### src/rtl/flash_pkg.sv
package flash_pkg;
  localparam logic [6:0] CODE_E     = 7'd29;
  localparam logic [6:0] CODE_R     = 7'd14;
  localparam logic [6:0] CODE_BLANK = 7'h7F;

  // cycles per half blink period; sel 0 is the slowest rate (2 toggles per second)
  function automatic int unsigned half_cycles(input int unsigned clk_hz,
                                              input bit fast,
                                              input int unsigned sel);
    int unsigned base;
    base = fast ? (clk_hz / 1000) : clk_hz;
    return base / (2 << sel);
  endfunction
endpackage

### src/rtl/rate_divider.sv
module rate_divider
  import flash_pkg::*;
#(
  parameter int unsigned CLK_HZ   = 27_000_000,
  parameter bit          FAST_SIM = 1'b0,
  parameter int unsigned SEL_W    = 2
) (
  input  logic             clk,
  input  logic             rst_n,
  input  logic [SEL_W-1:0] sel,
  input  logic             run_en,
  output logic             tick
);
  localparam int unsigned NSEL = 1 << SEL_W;
  localparam int unsigned MAXR = half_cycles(CLK_HZ, FAST_SIM, 0) - 1;
  localparam int unsigned CW   = (MAXR < 2) ? 1 : $clog2(MAXR + 1);

  logic [CW-1:0] reload_tab [NSEL];
  logic [CW-1:0] reload_now;
  logic [CW-1:0] cnt_q, cnt_d;
  logic          primed_q, primed_d;
  logic          cnt_en;

  for (genvar i = 0; i < NSEL; i++) begin : g_reload
    assign reload_tab[i] = CW'(half_cycles(CLK_HZ, FAST_SIM, i) - 1);
  end

  assign reload_now = reload_tab[sel];
  assign tick       = primed_q & run_en & (cnt_q == '0);
  assign cnt_en     = ~primed_q | run_en;

  always_comb begin
    cnt_d    = cnt_q;
    primed_d = primed_q;
    if (!primed_q) begin
      cnt_d    = reload_now;
      primed_d = 1'b1;
    end else if (run_en) begin
      cnt_d = (cnt_q == '0) ? reload_now : cnt_q - 1'b1;
    end
  end

  always_ff @(posedge clk or negedge rst_n) begin
    if (!rst_n) begin
      cnt_q    <= '0;
      primed_q <= 1'b0;
    end else begin
      if (cnt_en) cnt_q <= cnt_d;
      primed_q <= primed_d;
    end
  end

  AST_CNT_RANGE: assert property (@(posedge clk) disable iff (!rst_n)
    primed_q |-> (cnt_q <= CW'(MAXR)));
  AST_RELOAD_SEL: assert property (@(posedge clk) disable iff (!rst_n)
    tick |=> (cnt_q == $past(reload_now)));
  AST_CNT_FROZEN: assert property (@(posedge clk) disable iff (!rst_n)
    (primed_q && !run_en) |=> $stable(cnt_q));
endmodule

### src/rtl/blink_state.sv
module blink_state (
  input  logic clk,
  input  logic rst_n,
  input  logic tick,
  output logic show
);
  logic show_q, show_d;

  assign show_d = ~show_q;
  assign show   = show_q;

  always_ff @(posedge clk or negedge rst_n) begin
    if (!rst_n)    show_q <= 1'b0;
    else if (tick) show_q <= show_d;
  end

  AST_TOGGLE_ON_TICK: assert property (@(posedge clk) disable iff (!rst_n)
    tick |=> (show_q != $past(show_q)));
  AST_HOLD_NO_TICK: assert property (@(posedge clk) disable iff (!rst_n)
    !tick |=> $stable(show_q));
endmodule

### src/rtl/code_mux.sv
module code_mux
  import flash_pkg::*;
(
  input  logic       show,
  output logic [6:0] e_code,
  output logic [6:0] r_code
);
  always_comb begin
    if (show) begin
      e_code = CODE_E;
      r_code = CODE_R;
    end else begin
      e_code = CODE_BLANK;
      r_code = CODE_BLANK;
    end
  end
endmodule

### src/rtl/err_flasher.sv
module err_flasher
  import flash_pkg::*;
#(
  parameter int unsigned CLK_HZ   = 27_000_000,
  parameter bit          FAST_SIM = 1'b0
) (
  input  logic       clk,
  input  logic       rst_n,
  input  logic [1:0] rate_sel,
  input  logic       run_en,
  output logic [6:0] e_code,
  output logic [6:0] r_code
);
  logic tick;
  logic show;

  rate_divider #(.CLK_HZ(CLK_HZ), .FAST_SIM(FAST_SIM), .SEL_W(2)) u_div (
    .clk    (clk),
    .rst_n  (rst_n),
    .sel    (rate_sel),
    .run_en (run_en),
    .tick   (tick)
  );

  blink_state u_state (
    .clk   (clk),
    .rst_n (rst_n),
    .tick  (tick),
    .show  (show)
  );

  code_mux u_mux (
    .show   (show),
    .e_code (e_code),
    .r_code (r_code)
  );

  AST_PAIR_AGREE: assert property (@(posedge clk) disable iff (!rst_n)
    ((e_code == CODE_BLANK) == (r_code == CODE_BLANK)));
  AST_OUT_FROZEN: assert property (@(posedge clk) disable iff (!rst_n)
    !run_en |=> ($stable(e_code) && $stable(r_code)));
  AST_CODE_LEGAL: assert property (@(posedge clk) disable iff (!rst_n)
    ((e_code == CODE_E) || (e_code == CODE_BLANK)));
endmodule

### config.mk
export PLATFORM = sky130hd
export DESIGN_NAME = err_flasher
export DESIGN_NICKNAME = d
export VERILOG_FILES = /design/src/rtl/flash_pkg.sv /design/src/rtl/rate_divider.sv /design/src/rtl/blink_state.sv /design/src/rtl/code_mux.sv /design/src/rtl/err_flasher.sv
export SDC_FILE = /design/constraint.sdc
export NUM_CORES = 1
export LEC_CHECK = 0
export BUFFER_PORTS_ARGS = -buffer_cell sky130_fd_sc_hd__buf_2
export CORE_MARGIN = 1.5
export CORE_UTILIZATION = 55
export CTS_CLUSTER_SIZE = 20
export DETAILED_ROUTE_END_ITERATION = 7
export HOLD_SLACK_MARGIN = 0.03
export MAX_ROUTING_LAYER = met4
export PLACE_DENSITY = 0.75
export SKIP_CTS_REPAIR_TIMING = 1
export SLEW_MARGIN = 5
export SYNTH_ARGS = -nofsm -noshare
export SYNTH_HDL_FRONTEND = slang
export SYNTH_SLANG_ARGS = --single-unit
### constraint.sdc
create_clock -name clk -period 2.3 [get_ports clk]
set_input_delay 0.69 -clock clk [delete_from_list [all_inputs] [get_ports clk]]
set_output_delay 0.69 -clock clk [all_outputs]
set_load 0.01 [all_outputs]
==> results of run 1 <==
[layout by cell type, fill, tap and decap left out, types with 3 or more instances in the layout]
master	count
sky130_fd_sc_hd__dfrtp_1	26
sky130_fd_sc_hd__nand3_1	18
sky130_fd_sc_hd__buf_4	17
sky130_fd_sc_hd__nand2_1	15
sky130_fd_sc_hd__nor2_1	12
sky130_fd_sc_hd__o21ai_0	11
sky130_fd_sc_hd__buf_2	11
sky130_fd_sc_hd__inv_1	10
sky130_fd_sc_hd__ha_1	9
sky130_fd_sc_hd__conb_1	8
sky130_fd_sc_hd__nor4_1	6
sky130_fd_sc_hd__nor3_1	5
sky130_fd_sc_hd__o211a_1	5
sky130_fd_sc_hd__and3_1	5
sky130_fd_sc_hd__a21oi_1	5
sky130_fd_sc_hd__and2_1	4
sky130_fd_sc_hd__o311ai_0	4
sky130_fd_sc_hd__nand4_1	3
sky130_fd_sc_hd__or4_1	3
sky130_fd_sc_hd__or3_1	3
sky130_fd_sc_hd__a2bb2oi_1	3
sky130_fd_sc_hd__clkbuf_4	3
[cell usage after synthesis (3+ instances only)]
cell type and instances:
sky130_fd_sc_hd__nor2_1 12, sky130_fd_sc_hd__ha_1 9, sky130_fd_sc_hd__and2_1 4, sky130_fd_sc_hd__buf_4 14, sky130_fd_sc_hd__nand2_1 15, sky130_fd_sc_hd__or4_1 3, sky130_fd_sc_hd__a2bb2oi_1 3, sky130_fd_sc_hd__and3_1 5
sky130_fd_sc_hd__nor4_1 6, sky130_fd_sc_hd__nand4_1 3, sky130_fd_sc_hd__dfrtp_1 26, sky130_fd_sc_hd__or3_1 3, sky130_fd_sc_hd__a21oi_1 5, sky130_fd_sc_hd__nand3_1 18, sky130_fd_sc_hd__o21ai_0 11, sky130_fd_sc_hd__inv_1 10
sky130_fd_sc_hd__o311ai_0 4, sky130_fd_sc_hd__o211a_1 5, sky130_fd_sc_hd__clkbuf_1 7, sky130_fd_sc_hd__nor3_1 5
[power groups by stage]
stage | Combinational, mW | Clock, mW | Sequential, mW
2_1_floorplan | 0.120 | 0 | 0.538
3_3_place_gp | 0.159 | 0 | 0.549
3_5_place_dp | 0.166 | 0 | 0.551
4_1_cts | 0.167 | 0.203 | 0.542
5_1_grt | 0.189 | 0.216 | 0.551
6_report | 0.168 | 0.196 | 0.545
[state kept, by name (all words and copies together), names as in the netlist]
signal	cells
u_div.primed_q	1
u_div.cnt_q	24
u_state.show	1
[worst reg2reg max path: cells and delay by family, from the launching register on]
family          cells  cell delay [ns]
simple gates        3             0.67
compound gates      2             0.67
flops               1             0.44
fa+ha+maj           1             0.20
buf+inv             1             0.09
[kinds of logic after synthesis]
| family | synth area share, % |
|---|---|
| AO/OA/AOI/OAI | 19.4 |
| XOR/XNOR | 0.969 |
| adder cells (fa/ha/maj) | 6.23 |
| buffers and inverters | 9.90 |
| flip-flops | 36.0 |
| multiplexers | 0.623 |
| other | 0.207 |
| AND/OR/NAND/NOR | 26.7 |
[worst paths after layout]
check,from,end,slack [ns]
min in group clk,u_state.show$_DFFE_PN0P_,u_state.show$_DFFE_PN0P_,0.50
worst max register to register,u_div.cnt_q[1]$_DFFE_PN0P_,u_div.cnt_q[18]$_DFFE_PN0P_,0.14
worst max-delay path,u_div.cnt_q[1]$_DFFE_PN0P_,u_div.cnt_q[18]$_DFFE_PN0P_,0.14
worst min register to register,u_state.show$_DFFE_PN0P_,u_state.show$_DFFE_PN0P_,0.50
worst min-delay path,rst_n,u_div.cnt_q[8]$_DFFE_PN0P_,0.35
max in group asynchronous,rst_n,u_div.cnt_q[18]$_DFFE_PN0P_,1.57
[layout make-up]
type,instances,area share (%)
clock buffer,3,1.15
tap,44,2.82
timing repair buffer,28,9.35
multi-input combinational,154,51.4
inverter,10,1.92
sequential,26,33.3
[layer usage]
metal  vias to the layer above  GRT usage (%)  share of wire [%]
met5                         -              -                  0
met4                         0           9.52                2.4
met3                        13           2.13                5.8
met2                        72           40.2                 47
met1                       792           37.8                 44
li1                        776              -                  -
[stage by stage]
stage / setup slack (ns) / total power [mW]
finish: 0.142 / 0.909
global route: 0.0207 / 0.955
CTS: 0.153 / 0.912
detailed placement: 0.185 / 0.717
global placement: 0.251 / 0.709
floorplan: 0.184 / 0.658
==> metrics.md, run 1 <==
| Metric | Value |
|---|---|
| Arrival time at the worst endpoint | `2.38 ns` |
| Full die area | `approximately 3600 sq um` |
| Placed wire-length estimate | `~3.2 mm` |
| Clock power share | `between 20% and 30%` |
| Antenna fix cells | `0` |
| Total number of vias | `roughly 1.7k` |
| Count of final hold-check violations | `0` |
| Max rail drop VDD | `around 320 uV` |
| CTS buffer count | `3` |
| Chip width | `a little over 60 microns` |
| Fraction of final layout cells sized beyond drive strength 1 | `between 10% and 20%` |
| Vias in the first global route | `between 1k and 1.5k` |
| Clock root buffer | `sky130_fd_sc_hd__clkbuf_4` |
| Max Fanout on Critical Path | `7` |
| Seq/Total Area, Yosys | `between 30% and 40%` |
| DRC violation count after routing | `0` |
| Headroom to the max-slew limit | `roughly three fifths` |
| Logic gate share of total power | `a little under a fifth` |
| Switching part of the total power | `a little under a third` |
| Wire length per cell | `~16 microns` |
| Post-DP Area | `1930 sq um` |
| CTS tree | `done` |
| Cell class contributing the biggest share of worst-path delay | `simple AND/OR/NAND/NOR gates` |
| Max-slew violations | `0` |
| Global-route wire length before repair | `roughly 7.0 mm` |
| Clock buffer depth | `2` |
| Critical-path cell list | `inv_1, ha_1, nor3b_1, and2_1, nand3_1, o311a_2, a211o_1` |
| Synth warnings | `0` |
| Category of the worst setup path launch point | `flop` |
| # placed instances | `about 260` |
| Critical Path Max Stage Delay | `approximately 0.44 ns` |
| Final Skew | `0.00202 ns` |
| Total of endpoints with negative setup slack in the final report | `0` |
| Distinct cell type count after synthesis | `48` |
| Aggregate global-route resource usage | `26.7%` |
| Sequential share of power | `approximately three fifths` |
| Sum of overflow across all layers after global routing | `0` |
| Layout filler cell count | `274` |
| Flip-flop and latch count after synthesis | `26` |
| Static Leak | `between 0.8 and 0.9 nW` |
| Levels on crit path | `7` |
| Growth of design area from synthesis to finish | `8.03%` |
| DRC violation total after the first TritonRoute iteration | `117` |
| Clock insertion delay at the later pin of the skew report | `roughly 0.32 ns` |
| Final worst path period share | `about 94%` |
| Synth Flop Type | `sky130_fd_sc_hd__dfrtp_1` |
| Storage element area | `651 sq um` |
| Area used by multi-input combinational logic | `around 1000 sq um` |
| Internal power summed over all cells | `0.627 mW` |
| Kind of path behind the tightest hold check | `primary input to async pin` |
| Fraction of registers with async set or reset after synthesis | `100%` |
| Number of enable flip-flop cells after synthesis | `0` |
| Mapped Avg Cell Area | `between 8 and 9 sq um` |
| Remaining number of nets flagged by the antenna check after routing | `0` |
| Cell area after layout | `between 1500 and 2000 sq um` |
| Critical Path Sink Type | `flop` |
| Site Rows | `20` |
| Number of top-level design ports | `19` |
| Largest net degree at the start of global routing | `27` |
| Count of max-cap constraint violations | `0` |
| Clock transition at the register clock pins on the worst setup and hold paths after CTS | `around 0.14 ns` |
| Vertical die dimension | `60.3 microns` |
| Most area-hungry cell type in the Yosys netlist | `sky130_fd_sc_hd__dfrtp_1` |
| Minimum clock period | `approximately 2.2 ns` |
| H-tree lvl count | `1` |
| Area fraction of the dominant cell type after synthesis | `36.0%` |
| Gate count after technology mapping | `206` |
| Wire length after detailed routing | `approximately 4.3 mm` |
| Number of cells in the finished layout apart from fillers | `265` |
| Last weighted congestion value of the routability-driven placer | `around 0.89` |
| Cell with the biggest individual delay on the critical path | `sky130_fd_sc_hd__dfrtp_1` |
| IO buf count | `11` |
| Antenna violations before repair | `0` |
| Setup repair after global routing missed its margin | `no` |
| Mapped Area | `approximately 1800 sq um` |
| Final layout net count | `about 240` |
| Sw Pwr | `between 0.2 and 0.3 mW` |
| Final core utilization | `about 63%` |
| Worst Path Buf+Inv | `1` |
| Average vias per placed instance | `between 6 and 7` |
| Leading post-synthesis cells by cell area | `sky130_fd_sc_hd__dfrtp_1 (36%), sky130_fd_sc_hd__ha_1 (6.2%), sky130_fd_sc_hd__buf_4 (5.8%)` |
| Fmax | `approximately 460 MHz` |
| Final worst hold slack | `approximately 0.35 ns` |
| Final setup TNS | `0 ns` |
| Detailed-router iteration count before antenna repair | `5` |
| Slew at the pin closest to its max-slew limit | `approximately 0.59 ns` |
| Core area | `3080 sq um` |
| R2R cell count | `7` |
| # clock sinks | `26` |
| Status | `completed` |
| Worst Path Required | `2.52 ns` |
| Starting density of the core | `between 50 and 60%` |
| Pwr Density | `approximately 470 nW/um^2` |
| Critical Setup Path Class | `flop to flop` |
Note: power is estimated with default switching activity, not from simulation.
==> run 2, diff against run 1 <==
Settings changed: ABC_AREA set to 1.
==> metrics.md, run 2 <==
| Metric | Value |
|---|---|
| Static Leak | `1.06 nW (+28%)` |
| Clock transition at the register clock pins on the worst setup and hold paths after CTS | `0.09 ns (-0.05 ns)` |
| Fraction of final layout cells sized beyond drive strength 1 | `13.4% (-3.8 points)` |
| Site Rows | `22 (+10%)` |
| Sw Pwr | `0.386 mW (+37%)` |
| Total of endpoints with negative setup slack in the final report | `0 (unchanged)` |
| Seq/Total Area, Yosys | `31.4% (-4.6 points)` |
| DRC violation total after the first TritonRoute iteration | `114 (-2.6%)` |
| Vias in the first global route | `1,747 (+17%)` |
| Clock buffer depth | `2 (unchanged)` |
| Growth of design area from synthesis to finish | `2.90%` |
| Max reg flops | `24 (unchanged)` |
| Commonest cells after routing, fill and taps aside | `sky130_fd_sc_hd__nand2_1 (89), sky130_fd_sc_hd__inv_1 (39), sky130_fd_sc_hd__nor2_1 (32), sky130_fd_sc_hd__dfrtp_1 (26), sky130_fd_sc_hd__nand3_1 (25)` |
| Final Skew | `0.00538 ns (+0.00336 ns)` |
| Logic gate share of total power | `23.5% (+5.0 points)` |
| Number of enable flip-flop cells after synthesis | `0 (unchanged)` |
| Distinct cell type count after synthesis | `32 (-33%)` |
| # clock sinks | `26 (unchanged)` |
| Headroom to the max-slew limit | `61.3% (+0.63 points)` |
| Worst Path Buf+Inv | `3 (+2)` |
| Vertical die dimension | `64.4 microns (+6.7%)` |
| Detailed-router iteration count before antenna repair | `4 (-1)` |
| Leading post-synthesis cells by cell area | `sky130_fd_sc_hd__dfrtp_1 (31%), sky130_fd_sc_hd__nand2_1 (16%), sky130_fd_sc_hd__inv_1 (7.1%)` |
| Setup repair after global routing missed its margin | `no` |
| Critical-path cell list | `inv_1, ha_1, inv_1, nor2_1, nand2_1, nor2_2, nand3_2, buf_4, nand2_1, o21ai_0, nand2_1, nand2_1` |
| Largest Register | `u_div.cnt_q` |
| H-tree lvl count | `1 (unchanged)` |
| Critical Path Most Common Cell | `sky130_fd_sc_hd__nand2_1` |
| Clock insertion delay at the later pin of the skew report | `0.28 ns (-0.04 ns)` |
| Cell with the biggest individual delay on the critical path | `sky130_fd_sc_hd__dfrtp_1` |
| Antenna fix cells | `0 (unchanged)` |
| Sum of overflow across all layers after global routing | `0 (unchanged)` |
| Most area-hungry cell type in the Yosys netlist | `sky130_fd_sc_hd__dfrtp_1` |
| Critical Path Max Stage Delay | `0.40 ns (-0.04 ns)` |
| Max rail drop VDD | `345 uV (+7.5%)` |
| Chip width | `64.4 microns (+6.7%)` |
| Combinational family with the most area after synthesis | `simple AND/OR/NAND/NOR gates` |
| DRC violation count after routing | `0 (unchanged)` |
| Last weighted congestion value of the routability-driven placer | `1.04 (+18%)` |
| Clock power share | `26.6% (+5.0 points)` |
| Arrival time at the worst endpoint | `2.04 ns (-0.34 ns)` |
| Starting density of the core | `57.1% (-1.7 points)` |
| Wire length per cell | `12.2 microns (-25%)` |
| Antenna violations before repair | `0 (unchanged)` |
| Internal power summed over all cells | `0.748 mW (+19%)` |
| Slew at the pin closest to its max-slew limit | `0.580 ns (-0.00951 ns)` |
| Critical Path Sink Type | `flop` |
| Remaining number of nets flagged by the antenna check after routing | `0 (unchanged)` |
| Max-slew violations | `0 (unchanged)` |
| Library cell with the highest instance count after synthesis | `sky130_fd_sc_hd__nand2_1` |
| Aggregate global-route resource usage | `25.0% (-1.8 points)` |
| Area used by multi-input combinational logic | `1150 sq um (+14%)` |
| Kind of path behind the tightest hold check | `primary input to async pin` |
| Clock root buffer | `sky130_fd_sc_hd__clkbuf_8` |
| Post-synthesis compound-gate area fraction | `6.46% (-13 points)` |
| Gate count after technology mapping | `302 (+47%)` |
| Max Fanout on Critical Path | `7 (unchanged)` |
| Post-Synth Simple-Gate Area | `38.3% (+12 points)` |
| Mapped Area | `2070 sq um (+15%)` |
| Fmax | `537 MHz (+16%)` |
| Final worst hold slack | `0.397 ns (+0.0490 ns)` |
| Flip-flop and latch count after synthesis | `26 (unchanged)` |
| Category of the worst setup path launch point | `flop` |
| Placed wire-length estimate | `3.35 mm (+3.6%)` |
| Most frequent cells after synthesis | `sky130_fd_sc_hd__nand2_1 (89), sky130_fd_sc_hd__inv_1 (39), sky130_fd_sc_hd__nor2_1 (32), sky130_fd_sc_hd__dfrtp_1 (26), sky130_fd_sc_hd__nand3_1 (25)` |
| CTS tree | `done` |
| Multiplexer share of the synthesized area | `0% (-0.62 points)` |
| Most frequent standard cell in the layout excluding fill and tap cells | `sky130_fd_sc_hd__nand2_1` |
| Final worst path period share | `81.0% (-13 points)` |
| Pwr Density | `532 nW/um^2 (+14%)` |
| Synth Flop Type | `sky130_fd_sc_hd__dfrtp_1` |
| CTS buffer count | `3 (unchanged)` |
| Full die area | `4150 sq um (+14%)` |
| Final setup TNS | `0 ns (unchanged)` |
| IO buf count | `11 (unchanged)` |
| Critical Setup Path Class | `flop to flop` |
| Mapped Avg Cell Area | `6.87 sq um (-22%)` |
| Sequential share of power | `49.9% (-10 points)` |
| Minimum clock period | `1.86 ns (-0.295 ns)` |
| Count of final hold-check violations | `0 (unchanged)` |
| Largest net degree at the start of global routing | `27 (unchanged)` |
| Global-route wire length before repair | `7.85 mm (+11%)` |
| Synth warnings | `0 (unchanged)` |
| XOR/XNOR share of the synthesized area | `3.74% (+2.8 points)` |
| Storage element area | `651 sq um (unchanged)` |
| Count of max-cap constraint violations | `0 (unchanged)` |
| Number of top-level design ports | `19 (unchanged)` |
| Average vias per placed instance | `4.96 (-20%)` |
| Final layout net count | `322 (+36%)` |
| Fraction of registers with async set or reset after synthesis | `100% (unchanged)` |
| Switching part of the total power | `34.0% (+3.0 points)` |
| Status | `completed` |
| Core area | `3630 sq um (+18%)` |
| Worst Path Required | `2.48 ns (-0.04 ns)` |
| Total number of vias | `1,761 (+6.5%)` |
| Cell class contributing the biggest share of worst-path delay | `simple AND/OR/NAND/NOR gates` |
| Adder and majority gate portion of the synthesized area | `5.43% (-0.80 points)` |
| Layout filler cell count | `361 (+32%)` |
| Wire length after detailed routing | `4.32 mm (-0.16%)` |
| Area fraction of the dominant cell type after synthesis | `31.4% (-4.6 points)` |
-- run 2: worst paths after layout --
path | startpoint | endpoint | slack (ns) | cells past startpoint
worst max register to register | u_div.cnt_q[0]$_DFFE_PN0P_ | u_div.cnt_q[17]$_DFFE_PN0P_ | 0.44 | 12
worst min-delay path | rst_n | u_div.cnt_q[17]$_DFFE_PN0P_ | 0.40 | 1
max in group asynchronous | rst_n | u_div.cnt_q[22]$_DFFE_PN0P_ | 1.51 | 1
min in group clk | u_state.show$_DFFE_PN0P_ | u_state.show$_DFFE_PN0P_ | 0.50 | 1
worst min register to register | u_state.show$_DFFE_PN0P_ | u_state.show$_DFFE_PN0P_ | 0.50 | 1
worst max-delay path | u_div.cnt_q[0]$_DFFE_PN0P_ | u_div.cnt_q[17]$_DFFE_PN0P_ | 0.44 | 12
-- run 2: per-layer routing --
metal | vias to the layer above | global-route usage (%) | wire length, microns
met1 | 796 | 34.2 | 2090
li1 | 920 | - | -
met4 | 0 | 8.51 | 74
met2 | 38 | 38.3 | 1980
met3 | 7 | 3.17 | 166
met5 | - | - | 0
-- run 2: kinds of logic (layout without fill, tap and decap cells) --
group,count (synthesis),in the layout
other,1,8
XOR/XNOR,8,8
buffers and inverters,59,57
flip-flops,26,26
adder cells (fa/ha/maj),9,9
AO/OA/AOI/OAI,24,24
AND/OR/NAND/NOR,175,175
-- run 2: power by group through the flow --
stage                     clock (mW)  combinational, mW  sequential [mW]
after floorplan                    0              0.218            0.558
after global placement             0              0.261            0.574
after detailed placement           0              0.266            0.574
after CTS                      0.311              0.267            0.565
after global routing           0.327              0.313            0.576
final                          0.301              0.266            0.566
-- run 2: worst reg2reg max path: cells and delay by family, from the launching register on --
family / cells / cell delay (ns)
flops: 1 / 0.40
fa+ha+maj: 1 / 0.17
compound gates: 1 / 0.14
simple gates: 7 / 0.67
buf+inv: 3 / 0.40
-- run 2: final cells by class --
| type | instances | share of cell area [%] |
|---|---|---|
| clock buffer | 4 | 2.58 |
| sequential | 26 | 30.5 |
| multi-input combinational | 224 | 53.8 |
| timing repair buffer | 12 | 2.93 |
| tap | 48 | 2.82 |
| inverter | 41 | 7.33 |
-- run 2: through the flow --
stage	worst slack [ns]	util [%]	total power, mW	instances	area, sq um
after floorplan	0.785	-	0.776	309	2100
after global placement	0.490	57.2	0.834	351	2080
after detailed placement	0.477	57.2	0.840	351	2080
after CTS	0.455	58.7	1.14	355	2130
after global routing	0.216	58.7	1.22	355	2130
final	0.437	58.7	1.13	355	2130
==> run 3, diff against run 2 <==
Settings changed: ABC_AREA 1 to 0, CORE_UTILIZATION 55 to 53, PLACE_DENSITY 0.75 to 0.76.
Clock period 2.3 ns to 1.7 ns, I/O delays scaled along.
==> metrics.md, run 3 (synthesis gave the netlist of run 1 again) <==
| Metric | Value |
|---|---|
| Status | `complete, but fails checks` |
| Failing checks | `negative setup slack` |
| Final core utilization | `80.1% (+21 points)` |
| Post-layout total power | `1.47 mW (+30%)` |
| Max rail drop VDD | `419 uV (+21%)` |
| Critical Path Sink Type | `flop` |
| Worst Path Required | `1.93 ns (-0.55 ns)` |
| Critical Setup Path Class | `flop to flop` |
| Worst R2R Start | `u_div.cnt_q[0]$_DFFE_PN0P_` |
| Aggregate global-route resource usage | `29.4% (+4.4 points)` |
| Switching part of the total power | `33.5% (-0.47 points)` |
| Clock buffer depth | `2 (unchanged)` |
| Slew at the pin closest to its max-slew limit | `0.588 ns (+0.00839 ns)` |
| Vias in the first global route | `1,759 (+0.69%)` |
| # placed instances | `306 (-13%)` |
| Largest Register | `u_div.cnt_q` |
| Total of endpoints with negative setup slack in the final report | `25 (+25)` |
| Reg-to-reg setup timing slack | `-0.33 ns (-0.77 ns)` |
| Antenna violations before repair | `0 (unchanged)` |
| Kind of path behind the tightest hold check | `primary input to async pin` |
| Most frequent standard cell in the layout excluding fill and tap cells | `sky130_fd_sc_hd__buf_4` |
| Static Leak | `1.13 nW (+6.7%)` |
| Clock root buffer | `sky130_fd_sc_hd__clkbuf_4` |
| Sum of overflow across all layers after global routing | `0 (unchanged)` |
| DRC violation total after the first TritonRoute iteration | `136 (+19%)` |
| Final setup slack of the worst path | `-0.328 ns (-0.765 ns)` |
| Global-route wire length before repair | `7.95 mm (+1.2%)` |
| Number of cells in the finished layout apart from fillers | `313 (-12%)` |
| Arrival time at the worst endpoint | `2.26 ns (+0.22 ns)` |
| Sw Pwr | `0.493 mW (+28%)` |
| Post-DP Area | `2340 sq um (+13%)` |
| Last weighted congestion value of the routability-driven placer | `0.882 (-15%)` |
| Logic gate share of total power | `30.4% (+6.9 points)` |
| CTS buffer count | `3 (unchanged)` |
| Final worst path period share | `119% (+38 points)` |
| # clock sinks | `26 (unchanged)` |
| Site Rows | `21 (-4.5%)` |
| Setup repair after global routing missed its margin | `yes` |
| Final Skew | `0.0204 ns (+0.0150 ns)` |
| IO buf count | `11 (unchanged)` |
| Max-slew violations | `0 (unchanged)` |
| Max Fanout on Critical Path | `7 (unchanged)` |
| Clock power share | `19.9% (-6.7 points)` |
| R2R cell count | `7 (-5)` |
| Minimum clock period | `2.03 ns (+0.165 ns)` |
| Post-Place Worst Slack | `-0.316 ns (-0.793 ns)` |
| Remaining number of nets flagged by the antenna check after routing | `0 (unchanged)` |
| Fmax | `493 MHz (-8.1%)` |
| Sequential share of power | `49.7% (-0.2 points)` |
| Category of the worst setup path launch point | `flop` |
| Vertical die dimension | `61.4 microns (-4.6%)` |
| Wire length per cell | `18.5 microns (+52%)` |
| Headroom to the max-slew limit | `60.8% (-0.56 points)` |
| Full die area | `3770 sq um (-9.1%)` |
| Internal power summed over all cells | `0.977 mW (+30%)` |
| Clock insertion delay at the later pin of the skew report | `0.35 ns (+0.07 ns)` |
| Clock transition at the register clock pins on the worst setup and hold paths after CTS | `0.16 ns (+0.07 ns)` |
| Total number of vias | `1,936 (+9.9%)` |
| Commonest cells after routing, fill and taps aside | `sky130_fd_sc_hd__buf_4 (51), sky130_fd_sc_hd__dfrtp_1 (24), sky130_fd_sc_hd__nand2_1 (12), sky130_fd_sc_hd__nand3_1 (11), sky130_fd_sc_hd__buf_2 (11)` |
| Starting density of the core | `54.6% (-2.4 points)` |
| DRC violation count after routing | `0 (unchanged)` |
| Number of top-level design ports | `19 (unchanged)` |
| Antenna fix cells | `0 (unchanged)` |
| H-tree lvl count | `1 (unchanged)` |
| Detailed-router iteration count before antenna repair | `4 (unchanged)` |
| CTS tree | `done` |
| Growth of design area from synthesis to finish | `46.7%` |
| Endpoint of the most critical register-to-register path | `u_div.cnt_q[18]$_DFFE_PN0P_` |
| Max reg flops | `24 (unchanged)` |
| Placed wire-length estimate | `3.83 mm (+14%)` |
| Fraction of final layout cells sized beyond drive strength 1 | `50.6% (+37 points)` |
| Wire length after detailed routing | `5.79 mm (+34%)` |
| Average vias per placed instance | `6.19 (+25%)` |
| Final layout net count | `282 (-12%)` |
| Cell area after layout | `2650 sq um (+24%)` |
| Largest net degree at the start of global routing | `27 (unchanged)` |
| Core area | `3310 sq um (-8.9%)` |
| Count of final hold-check violations | `0 (unchanged)` |
| Layout filler cell count | `204 (-43%)` |
| Pwr Density | `554 nW/um^2 (+4.2%)` |
| Count of max-cap constraint violations | `0 (unchanged)` |
| Chip width | `61.4 microns (-4.6%)` |
[run 3: worst max-delay path, stage by stage, from the launching register on]
cell	delay [ns]
sky130_fd_sc_hd__dfrtp_1	0.45
sky130_fd_sc_hd__inv_2	0.09
sky130_fd_sc_hd__ha_2	0.19
sky130_fd_sc_hd__nor3b_4	0.22
sky130_fd_sc_hd__and2_4	0.20
sky130_fd_sc_hd__nand3_4	0.12
sky130_fd_sc_hd__o311a_2	0.36
sky130_fd_sc_hd__a211o_1	0.28
[run 3: metal layers]
| layer | part of all wire, % | up-vias | global-route usage, % |
|---|---|---|---|
| met5 | 0 | - | - |
| met3 | 6.1 | 27 | 4.20 |
| met1 | 40 | 952 | 36.1 |
| li1 | - | 866 | - |
| met4 | 3.9 | 0 | 14.0 |
| met2 | 50 | 91 | 47.6 |
[run 3: how the worst max path moves through the flow]
stage,startpoint,end,slack [ns],cells after the start
CTS,u_div.cnt_q[18]$_DFFE_PN0P_,u_div.cnt_q[22]$_DFFE_PN0P_,-0.34,4
finish,u_div.cnt_q[0]$_DFFE_PN0P_,u_div.cnt_q[18]$_DFFE_PN0P_,-0.33,7
global route,u_div.cnt_q[0]$_DFFE_PN0P_,u_div.cnt_q[16]$_DFFE_PN0P_,-0.39,8
floorplan,u_div.cnt_q[17]$_DFFE_PN0P_,u_div.cnt_q[22]$_DFFE_PN0P_,-0.27,4
global placement,u_div.cnt_q[18]$_DFFE_PN0P_,u_div.cnt_q[22]$_DFFE_PN0P_,-0.26,4
detailed placement,u_div.cnt_q[18]$_DFFE_PN0P_,u_div.cnt_q[22]$_DFFE_PN0P_,-0.32,4
[run 3: per-stage QoR]
step / hold WS (ns) / TNS (ns)
5_1_grt: 0.174 / -7.85
4_1_cts: 0.167 / -6.07
2_1_floorplan: 0.214 / -1.77
6_report: 0.136 / -6.32
3_5_place_dp: 0.506 / -5.16
3_3_place_gp: 0.461 / -3.49
[run 3: cell type report]
class                           instances  area (sq um)  area share, %
Clock buffer                            4          26.3          0.991
Inverter                               10          37.5           1.42
Multi-Input combinational cell        154          1310           49.3
Sequential cell                        26           653           24.6
Tap cell                               46          57.6           2.17
Timing Repair Buffer                   73           571           21.5
[run 3: power by group through the flow]
stage	clock, mW	sequential (mW)	combinational, mW
floorplan	0	0.732	0.179
CTS	0.295	0.719	0.354
global route	0.319	0.735	0.474
global placement	0	0.726	0.339
detailed placement	0	0.731	0.352
finish	0.292	0.731	0.446
